==> src/rtl/usb_suspend_ctl.sv <==
module usb_suspend_ctl #(
  parameter int CLK_HZ     = 32768,
  parameter int IDLE_US    = 3000,
  parameter int SETTLE_CYC = 16
) (
  input  logic clk_ref,
  input  logic rst_n,
  input  logic bus_act,
  input  logic wake_n,
  input  logic pd_set,
  input  logic susp_clr,
  input  logic res_clr,
  output logic susp_irq,
  output logic res_irq,
  output logic osc_en,
  output logic cpu_clk_en,
  output logic pd_bit,
  output logic remote_wake
);
  localparam int IDLE_CYC = int'((64'(CLK_HZ) * 64'(IDLE_US)) / 64'd1000000);
  localparam int CMAX     = (IDLE_CYC > SETTLE_CYC) ? IDLE_CYC : SETTLE_CYC;
  localparam int CW       = $clog2(CMAX + 1);

  typedef enum logic [2:0] {ACTIVE, SUSPEND_PENDING, SUSPENDED, WAKING, RESUME_IRQ} st_t;

  st_t           st;
  logic [CW-1:0] cnt;
  logic [1:0]    act_q, wk_q;
  logic          act_s, wk_s, wake_evt;

  assign act_s    = act_q[1];
  assign wk_s     = wk_q[1];
  assign wake_evt = act_s | wk_s;

  assign osc_en     = (st != SUSPENDED);
  assign cpu_clk_en = (st == ACTIVE) || (st == SUSPEND_PENDING) || (st == RESUME_IRQ);
  assign pd_bit     = (st == SUSPENDED) || (st == WAKING);
  assign res_irq    = (st == RESUME_IRQ);

  always_ff @(posedge clk_ref or negedge rst_n) begin
    if (!rst_n) begin
      st          <= ACTIVE;
      cnt         <= '0;
      act_q       <= '0;
      wk_q        <= '0;
      susp_irq    <= 1'b0;
      remote_wake <= 1'b0;
    end else begin
      act_q <= {act_q[0], bus_act};
      wk_q  <= {wk_q[0], ~wake_n};
      if (susp_clr) susp_irq <= 1'b0;
      case (st)
        ACTIVE: begin
          if (act_s) cnt <= '0;
          else if (cnt == CW'(IDLE_CYC - 1)) begin
            st       <= SUSPEND_PENDING;
            susp_irq <= 1'b1;
            cnt      <= '0;
          end else cnt <= cnt + 1'b1;
        end
        SUSPEND_PENDING: begin
          if (wake_evt) st <= ACTIVE;
          else if (pd_set) st <= SUSPENDED;
        end
        SUSPENDED: begin
          if (wake_evt) begin
            st          <= WAKING;
            cnt         <= '0;
            remote_wake <= wk_s;
          end
        end
        WAKING: begin
          if (cnt == CW'(SETTLE_CYC - 1)) begin
            st  <= RESUME_IRQ;
            cnt <= '0;
          end else cnt <= cnt + 1'b1;
        end
        RESUME_IRQ: begin
          if (res_clr) begin
            st          <= ACTIVE;
            remote_wake <= 1'b0;
          end
        end
        default: st <= ACTIVE;
      endcase
    end
  end
endmodule

==> config.mk <==
export PLATFORM = sky130hd
export DESIGN_NAME = usb_suspend_ctl
export DESIGN_NICKNAME = d
export VERILOG_FILES = /design/src/rtl/usb_suspend_ctl.sv
export SDC_FILE = /design/constraint.sdc
export NUM_CORES = 1
export LEC_CHECK = 0
export BUFFER_PORTS_ARGS = -buffer_cell sky130_fd_sc_hd__buf_2
export CAP_MARGIN = 20
export CORE_ASPECT_RATIO = 1.2
export CORE_MARGIN = 3
export CORE_UTILIZATION = 58
export CTS_BUF_LIST = sky130_fd_sc_hd__clkbuf_4
export DETAILED_ROUTE_END_ITERATION = 8
export GPL_TIMING_DRIVEN = 0
export HOLD_SLACK_MARGIN = 0.05
export PLACE_DENSITY = 0.81
export SLEW_MARGIN = 20
export SYNTH_ARGS = -nofsm -noshare
export SYNTH_HDL_FRONTEND = slang
export SYNTH_SLANG_ARGS = --single-unit
==> constraint.sdc <==
create_clock -name clk_ref -period 2.3 [get_ports clk_ref]
set_clock_uncertainty 0.05 [all_clocks]
set_input_delay 0.46 -clock clk_ref [delete_from_list [all_inputs] [get_ports clk_ref]]
set_output_delay 0.46 -clock clk_ref [all_outputs]
set_load 0.01 [all_outputs]
==> After elaboration in Yosys (flattened, before gate mapping) <==
Index checks and enable logic that the tools add are counted.
{ "totals": {"register_bits": 16, "latch_bits": 0, "ram_bits": 0, "mem_bits_ro": 0, "inputBits": 7, "output_inout_bits": 6, "n_memories": 0} }
{ "classes": {"add_sub_neg": 1, "mul": 0, "n_div": 0, "magnitude_cmp": 0, "eq_ne": 13, "shift": 0, "mux": 20, "bitwise_logic": 2, "n_reduce_logical": 9} }
{ "op_table": {"columns": ["cell", "count"], "rows": [
  ["$mux W7", 4],
  ["$mux W3", 7],
  ["$pmux W7 S3", 1],
  ["$pmux W3 S5", 1],
  ["$add A7 B1 Y7 const B", 1],
  ["$eq A7 B4 Y1 const B", 1],
  ["$eq A7 B7 Y1 const B", 1],
  ["$eq A3 B2 Y1 const B", 2],
  ["$mux W1", 6],
  ["$ne A2 B2 Y1 const B", 3],
  ["$reduce_and A6 Y1", 1],
  ["$ne A2 B1 Y1 const B", 2],
  ["$eq A3 B1 Y1 const B", 1],
  ["$eq A3 B3 Y1 const B", 1],
  ["$logic_not A3 Y1", 1],
  ["$logic_or A1 B1 Y1", 3],
  ["$ne A3 B2 Y1 const B", 1],
  ["$ne A3 B3 Y1 const B", 1],
  ["$reduce_and A3 Y1", 1],
  ["$reduce_bool A3 Y1", 1],
  ["$pmux W1 S2", 1],
  ["$reduce_and A2 Y1", 1],
  ["$reduce_bool A2 Y1", 1],
  ["$not A1 Y1", 1],
  ["$or A1 B1 Y1", 1]
]} }

==> Longest topological paths before layout <==
Gate-level depths: netlist of the first run.
{ "logic_depth": {"ltp_word": 4, "ltp_mapped": 6, "ltp_nobuf": 6} }

==> Worst setup path after synthesis of the first run <==
No wires, ideal clock.
{ "synth_path": {"path_kind": "register to register", "start": "reg cnt[0]", "end": "reg cnt[6]", "setup_ps": 101, "arrival_time_ps": 1481, "t_required_ps": 2149, "setup_slack_ps": 669, "path_stages_with_launch": 6, "n_path_buf": 0, "path_cell_list": "dfrtp_1 ha_1 and3_1 a211oi_2 o21ai_2 o311ai_2"} }
{ "synth_via": {"elab_chain_cells": 4} }
{ "synth_lines": {"columns": ["element", "line", "text"], "rows": [
  ["from (decl)", "27", "logic [CW-1:0] cnt;"],
  ["from (signal assigned)", "59", "end else cnt <= cnt + 1'b1;"],
  ["from (signal assigned)", "76", "end else cnt <= cnt + 1'b1;"],
  ["$add A7 B1 Y7 / $eq A7 B7 Y1 (equally long branches)", "59, 76, 55", null],
  ["$mux W7", "55", "else if (cnt == CW'(IDLE_CYC - 1)) begin"],
  ["$mux W7", "54", "if (act_s) cnt <= '0;"],
  ["$pmux W7 S3 *", "52", "case (st)"]
]} }
Mark *: on every way between the ends. The rest lies on a longest branch, timed or not.
A chain may end at the register's enable or synchronous reset.

==> Final worst setup path of the first run <==
{ "layout_path": {"start": "reg st[1]", "end": "out res_irq"} }
{ "layout_via": {"elab_chain_cells": 1} }
{ "layout_lines": {"columns": ["element", "line", "text"], "rows": [
  ["from (decl)", "26", "st_t st;"],
  ["from (signal assigned)", "42", "st <= ACTIVE;"],
  ["from (signal assigned)", "56", "st <= SUSPEND_PENDING;"],
  ["from (signal assigned)", "62", "if (wake_evt) st <= ACTIVE;"],
  ["$eq A3 B3 Y1", "38", "assign res_irq = (st == RESUME_IRQ);"],
  ["to (decl)", "14", "output logic res_irq,"]
]} }
Every way passes these cells.

==> results of run 1 <==
layout by cell type (no fill, tap or decap), types with 2 or more instances in the layout:
cell / netlist / layout
dfrtp_1: 16 / 16
buf_2: 1 / 13
nor2_1: 11 / 11
nand2_1: 10 / 10
inv_1: 5 / 5
nand3_1: 5 / 5
o211ai_1: 5 / 5
o21ai_0: 4 / 4
clkbuf_4: 0 / 3
nor2b_1: 2 / 2
or3_1: 2 / 2
and3_1: 2 / 2
nor3_1: 2 / 2
nor4_1: 2 / 2
ha_1: 2 / 2
layer usage:
metal	vias to the layer above	part of all wire, %
met3	7	5.3
li1	373	-
met4	0	2.3
met5	-	0
met2	24	49
met1	374	43
logic make-up after synthesis:
kind of cell | Yosys count | share of synthesized area (%)
buffers and inverters | 10 | 5.82
multiplexers | 1 | 1.08
AND/OR/NAND/NOR | 43 | 26.4
adder cells (fa/ha/maj) | 2 | 2.71
AO/OA/AOI/OAI | 21 | 20.7
flip-flops | 16 | 43.3
power groups by stage:
stage               clock network, mW  registers [mW]  logic (mW)
detailed placement                  0           0.305      0.0317
floorplan                           0           0.302      0.0175
finish                          0.157           0.299      0.0325
global placement                    0           0.304      0.0306
global route                    0.178           0.301      0.0366
CTS                             0.160           0.299      0.0331
critical path: stages (launching register included):
cell     delay (ns)
dfrtp_1        0.42
buf_4          0.18
nor3b_1        0.33
buf_2          0.20
cells in the mapped netlist, types with 2 or more instances:
cell       n  share of area, %
and3_1     2               1.4
dfrtp_1   16                43
ha_1       2               2.7
inv_1      5               2.0
nand2_1   10               4.1
nand3_1    5               2.7
nor2_1    11               4.5
nor2b_1    2               1.4
nor3_1     2               1.1
nor4_1     2               1.4
o211ai_1   5               4.1
o21ai_0    4               2.2
or3_1      2               1.4
what timing repair did:
action / in CTS / in global routing
hold buffers: 1 / 0
endpoints found under the hold margin: 16 / 0
buffers inserted: 0 / 0
how the worst max path moves through the flow:
| stage | slack [ns] | start | endpoint | depth (start not counted) |
|---|---|---|---|---|
| after floorplan | 0.67 | cnt[0] | cnt[6] | 5 |
| after detailed placement | 0.45 | cnt[0] | cnt[6] | 5 |
| final | 0.36 | st[1] | res_irq | 3 |
| after global routing | 0.27 | st[1] | res_irq | 3 |
| after CTS | 0.37 | st[1] | res_irq | 3 |
| after global placement | 0.48 | cnt[0] | cnt[6] | 5 |
through the flow:
| step | utilization (%) | total power [mW] | hold slack, ns |
|---|---|---|---|
| after detailed placement | 68.7 | 0.336 | 0.285 |
| after global placement | 68.7 | 0.335 | 0.281 |
| final | 71.2 | 0.488 | 0.210 |
| after global routing | 71.2 | 0.515 | 0.197 |
| after CTS | 71.2 | 0.492 | 0.205 |
| after floorplan | - | 0.320 | 0.114 |
layout make-up:
class                           instances  area [um2]
Tap cell                               17        21.3
Fill cell                             120         422
Multi-Input combinational cell         67         470
Inverter                                6        25.0
Sequential cell                        16         400
Clock buffer                            3        22.5
Clock inverter                          1        3.75
Buffer                                  4        28.8
Timing Repair Buffer                   13        70.1
state kept, by name, indices dropped and copies added, names as in the netlist:
| register | flops |
|---|---|
| cnt | 7 |
| wk_q | 2 |
| susp_irq | 1 |
| act_q | 2 |
| st | 3 |
| remote_wake | 1 |
==> summary.txt, run 1 <==
Place
  – DPL Wire Length: 1.29 mm
  – DP Area: ~1000 um2
  – GP Congestion: ~0.88
  – Worst slack at placement: 0.452 ns
  – Cell count after placement: approximately 120
  – PortBufs: 12

Power and ir drop
  – Net Switching: around 120 uW
  – Worst vdd ir: about 0.32 mV
  – Part of the power in registers: between 60% and 70%
  – Sw Ratio: about 25%
  – Power Density: roughly 470 nW/um2
  – Internal power: ~370 uW
  – Leak: roughly 0.46 nW
  – Clk pwr share: about a third
  – Combinational share of power: approximately 6.7%

STA
  – Final setup vio count: 0
  – Worst slew margin: 70.3%
  – TNS Setup: 0 ns
  – Fmax: between 500 and 600 MHz
  – Period utilisation layout: 84.2%
  – Period minus WS final: about 1.9 ns
  – Slew Limit Fails: 0
  – Unrepaired setup endpoints after global routing: false
  – Final worst setup slack: about 0.36 ns
  – Final hold vios: 0
  – Slew @ Worst Pin: between 0.4 and 0.5 ns

Global route
  – Met2 Use GR: between 30% and 40%
  – Largest net degree at the start of global routing: 17
  – Overflow after GRT: 0
  – Met3 GRT Util: ~5.5%
  – M1 GR Usage: approximately a quarter
  – Most Used Layer, Global Route: met2
  – Aggregate global-route resource usage: approximately a fifth
  – Vias in the first global route: between 700 and 800
  – First-pass GRT wire length: between 3 and 4 mm
  – Initial antenna violation count: 0

Die
  – Die Wd: 42.5 um
  – Area of the core: roughly 1500 um2
  – Initial core utilization: 63.2%
  – Die area: approximately 2100 um2
  – Die height: approximately 50 um
  – Ports: 13
  – Row cnt: 15

Drt
  – Number of remaining DRC errors: 0
  – Drt total wl: 1.80 mm
  – Number of iterations in the first detailed-routing pass: 4
  – Iter 0 DRT Violations: 23
  – Antenna viol nets, final: 0
  – WL per Instance: around 14 um
  – Avg Vias per Cell: between 6 and 7
  – Vias: slightly below 800

Logic synthesis
  – Post-synth ARST share: 100%
  – Post-Syn Instances: between 90 and 100
  – Synth Register Bits: 16
  – Post-synth EDFFs: 0
  – Register area share after synthesis: between 40% and 50%
  – Netlist Area Pre-Place: ~900 um2
  – Synthesis Warnings: 0
  – Syn Area/Cell: between 9 and 10 um2
  – Main flop type after synthesis: dfrtp_1
  – Post-Syn Nets: 102
  – Post-synth cell types: 38

Setup path
  – FF-to-FF setup slack: 0.43 ns
  – Critical R2R Capture: cnt[6]
  – Reg2reg path depth: 5
  – Crit path required time: roughly 1.8 ns
  – Critical path class: flip-flop to output pin
  – CP max FO: 10
  – FF-to-FF Start: cnt[0]
  – Crit. End Element: output pin
  – Crit path DAT: 1.43 ns
  – Crit start category: flip-flop

Finish
  – Area delta synth->final: 12.7%
  – Nets: between 100 and 150
  – Fraction of layout cells with a size suffix above 1: between 20% and 30%
  – Inserted Diodes: 0
  – Final cell count without fillers: 127
  – Post-Layout Inst Area: ~1000 um2

CTS
  – Clk Latency, worst-skew pair: roughly 0.3 ns
  – CTS root buf: clkbuf_4
  – Cts repair resizes: 0
  – CTS tree: done
  – Max Root-Sink Buffers: 2
  – Worst-path clk slew: approximately 0.090 ns
  – Htree depth: 1
  – Num CTS Buffers: 3
  – Num Clock Sinks: 16

Worst hold path
  – Worst hold path startpoint: bus_act
  – Hold Crit Endpoint: act_q[0]
  – Min-Delay Path Depth: 1
  – Hold Crit Class: primary input to flip-flop

Job
  – Max-capacitance violation count: 0

Run status
  – Run status: finished clean
(Power assumes the default switching activity.)
==> run 2, diff against run 1 <==
==> constraint.sdc (replaced) <==
create_clock -name clk_ref -period 1.8 [get_ports clk_ref]
set_clock_uncertainty 0.05 [all_clocks]
set_input_delay 0.36 -clock clk_ref [delete_from_list [all_inputs] [get_ports clk_ref]]
set_output_delay 0.36 -clock clk_ref [all_outputs]
set_load 0.01 [all_outputs]
==> summary.txt, run 2 (synthesis results as in run 1) <==
STA
  – Fmax: roughly 570 MHz
  – Unrepaired setup endpoints after global routing: true
  – Final hold vios: 0
  – Period utilisation layout: a little over nine tenths
  – Slew Limit Fails: 0
  – Period minus WS final: around 1.7 ns
  – Final setup vio count: 0
  – Slew @ Worst Pin: ~0.40 ns
  – Worst slew margin: approximately three quarters

Global route
  – Aggregate global-route resource usage: between 20% and 30%
  – Met3 GRT Util: between 4 and 5%
  – Met2 Use GR: 35.3%
  – Vias in the first global route: between 800 and 900
  – Overflow after GRT: 0
  – Most Used Layer, Global Route: met2
  – Initial antenna violation count: 0
  – First-pass GRT wire length: around 3.4 mm
  – M1 GR Usage: 24.6%
  – Largest net degree at the start of global routing: 17

Power and ir drop
  – Power Density: 568 nW/um2
  – Pwr Total: around 640 uW
  – Combinational share of power: ~8%
  – Sw Ratio: roughly 26%
  – Leak: approximately 0.5 nW
  – Part of the power in registers: between 50% and 60%
  – Internal power: around 470 uW
  – Clk pwr share: 32.2%
  – Worst vdd ir: between 0.4 and 0.5 mV
  – Net Switching: between 150 and 200 uW

Finish
  – Max FFs per register: 7
  – Nets: ~130
  – Most used cells in the layout excluding fill and tap cells: dfrtp_1 (16), buf_2 (13), nand2_1 (10), nor2_1 (9), buf_4 (7)
  – Most common cell after layout, fill and taps aside: dfrtp_1
  – Fraction of layout cells with a size suffix above 1: between 30 and 40%
  – Largest Register: cnt
  – Final cell count without fillers: about 130
  – Area delta synth->final: 21.7%
  – Largest registers: cnt x7, st x3
  – Inserted Diodes: 0

Die
  – Die Wd: ~42 um
  – Die area: 2110 um2
  – Die height: a little under 50 um
  – Area of the core: 1460 um2
  – Ports: 13
  – Row cnt: 15
  – Initial core utilization: between 60% and 70%

CTS
  – Htree depth: 1
  – CTS tree: done
  – Num CTS Buffers: 3
  – Max Root-Sink Buffers: 2
  – Worst-path clk slew: 0.10 ns
  – Num Clock Sinks: 16
  – Clk Latency, worst-skew pair: around 0.3 ns
  – CTS root buf: clkbuf_4

Drt
  – Vias: a little over 800
  – WL per Instance: between 15 and 20 um
  – Antenna viol nets, final: 0
  – Avg Vias per Cell: just over 6
  – Iter 0 DRT Violations: 18
  – Drt total wl: roughly 2 mm
  – Number of iterations in the first detailed-routing pass: 4
  – Number of remaining DRC errors: 0

Place
  – DPL Wire Length: 1.29 mm
  – GP Congestion: about 0.88
  – Cell count after placement: approximately 120
  – PortBufs: 12

Worst hold path
  – Min-Delay Path Depth: 1
  – Hold Crit Class: primary input to flip-flop

Setup path
  – Critical path class: flip-flop to flip-flop
  – Reg2reg path depth: 6
  – Crit path required time: 1.97 ns
  – Crit path DAT: roughly 1.9 ns
  – CP max FO: 5
  – Crit start category: flip-flop
  – Crit. End Element: flip-flop

Run status
  – Run status: finished clean

Job
  – Max-capacitance violation count: 0
[run 2: metal layers]
layer	wire, um	up-vias
li1	-	384
met1	804	392
met2	1030	37
met3	129	6
met4	48	0
met5	0	-
[run 2: power groups by stage]
stage / Combinational [mW] / Sequential (mW) / Clock (mW)
after global routing: 0.0573 / 0.384 / 0.228
after floorplan: 0.0224 / 0.386 / 0
after global placement: 0.0391 / 0.389 / 0
after detailed placement: 0.0405 / 0.389 / 0
after CTS: 0.0426 / 0.382 / 0.205
final: 0.0509 / 0.382 / 0.205
[run 2: final timing paths]
check / end / start / slack (ns)
worst max-delay path: cnt[1] / cnt[0] / 0.05
worst min-delay path: act_q[0] / bus_act / 0.11
worst max register to register: cnt[1] / cnt[0] / 0.05
worst min register to register: wk_q[1] / wk_q[0] / 0.30
max in group asynchronous: cnt[0] / rst_n / 1.00
min in group asynchronous: cnt[5] / rst_n / 0.43
[run 2: stage by stage]
stage / setup slack, ns / util, % / cell area, um2 / setup TNS [ns] / hold WS [ns]
floorplan: 0.169 / - / 925 / 0 / 0.0144
global placement: -0.0215 / 68.7 / 1010 / -0.0215 / 0.232
detailed placement: -0.0480 / 68.7 / 1010 / -0.0812 / 0.235
CTS: 0.0232 / 73.3 / 1070 / 0 / 0.105
global route: -0.0312 / 76.8 / 1120 / -0.0816 / 0.101
finish: 0.0516 / 76.8 / 1120 / 0 / 0.114
[run 2: what timing repair did]
item                       4_1_cts  5_1_grt
hold buffers                     1        0
buffers inserted                 2        4
setup endpoints to repair        6        7
pin swaps                        3        6
gates resized for setup          4        6
hold endpoints to repair        16        0
[run 2: area by class of cell]
class	instances	area (um2)
Multi-Input combinational cell	67	508
Sequential cell	16	400
Fill cell	108	339
Buffer	4	28.8
Inverter	6	25.0
Timing Repair Buffer	19	115
Clock buffer	3	22.5
Clock inverter	1	3.75
Tap cell	17	21.3
[run 2: worst max-delay path, stage by stage (launching register included)]
cell	delay [ns]
dfrtp_1	0.43
ha_1	0.22
and2_4	0.15
a311oi_4	0.40
buf_4	0.20
nor2_2	0.06
o31ai_2	0.17
==> run 3, diff against run 2 <==
--- a/config.mk
+++ b/config.mk
@@ -15,6 +15,7 @@
 export GPL_TIMING_DRIVEN = 0
 export HOLD_SLACK_MARGIN = 0.05
 export PLACE_DENSITY = 0.81
+export REMOVE_ABC_BUFFERS = 1
 export SLEW_MARGIN = 20
 export SYNTH_ARGS = -nofsm -noshare
 export SYNTH_HDL_FRONTEND = slang
==> summary.txt, run 3 (synthesis results as in run 1) <==
Global route
  – Overflow after GRT: 0
  – Vias in the first global route: 725
  – Initial antenna violation count: 0
  – First-pass GRT wire length: just over 3 mm
  – Largest net degree at the start of global routing: 17
  – Aggregate global-route resource usage: between 10% and 20%

Drt
  – Avg Vias per Cell: 6.03
  – Drt total wl: about 1.9 mm
  – Vias: ~770
  – WL per Instance: ~15 um
  – Iter 0 DRT Violations: 14
  – Number of iterations in the first detailed-routing pass: 4
  – Number of remaining DRC errors: 0
  – Antenna viol nets, final: 0

STA
  – Period utilisation layout: between 90% and 100%
  – Fmax: 585 MHz
  – Slew @ Worst Pin: a little under 0.4 ns
  – Worst slew margin: roughly three quarters
  – Period minus WS final: 1.71 ns
  – Final setup vio count: 0
  – Final hold vios: 0
  – Unrepaired setup endpoints after global routing: false
  – Slew Limit Fails: 0

Die
  – Row cnt: 15
  – Area of the core: about 1500 um2
  – Initial core utilization: ~63%
  – Ports: 13
  – Die Wd: between 40 and 50 um
  – Die height: between 40 and 50 um
  – Die area: roughly 2100 um2

Power and ir drop
  – Leak: around 0.46 nW
  – Power Density: 584 nW/um2
  – Pwr Total: approximately 630 uW
  – Worst vdd ir: 0.406 mV

Place
  – Cell count after placement: about 120
  – DPL Wire Length: approximately 1.3 mm
  – PortBufs: 12
  – GP Congestion: between 0.8 and 0.9

Setup path
  – Critical path class: flip-flop to flip-flop
  – CP max FO: 6
  – Crit path required time: 1.94 ns
  – FF-to-FF Start: cnt[1]
  – Reg2reg path depth: 6
  – Largest delay share family, worst path: compound AO/OA/AOI/OAI gates
  – Critical R2R Capture: cnt[6]
  – Crit start category: flip-flop
  – CP Cell Sequence: inv_1 > ha_1 > and2_1 > a311oi_4 > o21ai_2 > o311ai_2
  – Crit. End Element: flip-flop
  – Crit-path max cell delay: approximately 0.4 ns
  – CP bufs+invs: 1
  – Critical-path cell with the highest stage delay: dfrtp_1
  – FF-to-FF setup slack: 0.09 ns
  – Crit path DAT: between 1.5 and 2 ns

Finish
  – Most common cell after layout, fill and taps aside: dfrtp_1
  – Fraction of layout cells with a size suffix above 1: between 30% and 40%
  – Inserted Diodes: 0
  – Final cell count without fillers: about 130
  – Area delta synth->final: 16.1%
  – Largest Register: cnt
  – Max FFs per register: 7
  – Final core occ: approximately three quarters
  – Most used cells in the layout excluding fill and tap cells: dfrtp_1 (14), buf_2 (12), nor2_1 (10), nand2_1 (10)
  – Largest registers: cnt x7, st x3
  – Nets: 120

CTS
  – Num CTS Buffers: 3
  – Max Root-Sink Buffers: 2
  – CTS root buf: clkbuf_4
  – Num Clock Sinks: 16
  – CTS tree: done
  – Htree depth: 1
  – Clk Latency, worst-skew pair: between 0.2 and 0.3 ns
  – Worst-path clk slew: 0.10 ns

Job
  – Max-capacitance violation count: 0

Run status
  – Run status: finished clean

Worst hold path
  – Hold Crit Endpoint: act_q[0]
  – Worst hold path startpoint: bus_act
  – Hold Crit Class: primary input to flip-flop
  – Min-Delay Path Depth: 1
run 3: through the flow:
step	worst slack [ns]	instance area, um2	setup TNS (ns)	hold WS [ns]
detailed placement	-0.0261	977	-0.0824	0.239
CTS	0.0139	1040	0	0.123
finish	0.0907	1070	0	0.122
global placement	0.00131	977	0	0.237
global route	0.0126	1070	0	0.119
floorplan	0.169	896	0	0.0144
run 3: final cells by class:
class	instances	area, um2
multi-input combinational	67	498
sequential	16	403
fill	106	390
timing repair buffer	17	100
inverter	6	25.0
clock buffer	3	22.5
tap	17	21.3
clock inverter	1	3.75
run 3: worst max-delay path by stage:
stage | start | to | slack, ns | cells after the start
CTS | cnt[1] | cnt[6] | 0.01 | 6
global route | cnt[1] | cnt[2] | 0.01 | 6
global placement | cnt[0] | cnt[6] | 0.001 | 5
finish | cnt[1] | cnt[6] | 0.09 | 6
floorplan | cnt[0] | cnt[6] | 0.17 | 5
detailed placement | cnt[0] | cnt[6] | -0.03 | 5
run 3: report_power, final:
group          switching (mW)  total (mW)  internal (mW)  leakage (nW)
Clock                   0.118       0.199         0.0807        0.0154
Sequential             0.0128       0.382          0.369         0.208
Combinational          0.0251      0.0464         0.0213         0.236
Total                   0.156       0.627          0.471         0.460
run 3: routing by layer:
layer	GRT usage, %	wire, um	part of all wire, %
met1	24.9	793	43
met4	13.5	58	3.1
met3	2.55	69	3.7
met2	29.7	936	50
met5	0	0	0
run 3: repair_timing:
action                     CTS  global route
cloned                       0             0
gates resized for setup      3             7
pin swaps                    1             2
hold buffers                 1             0
setup endpoints to repair    5             8
hold endpoints to repair    16             0
buffers inserted             2             2
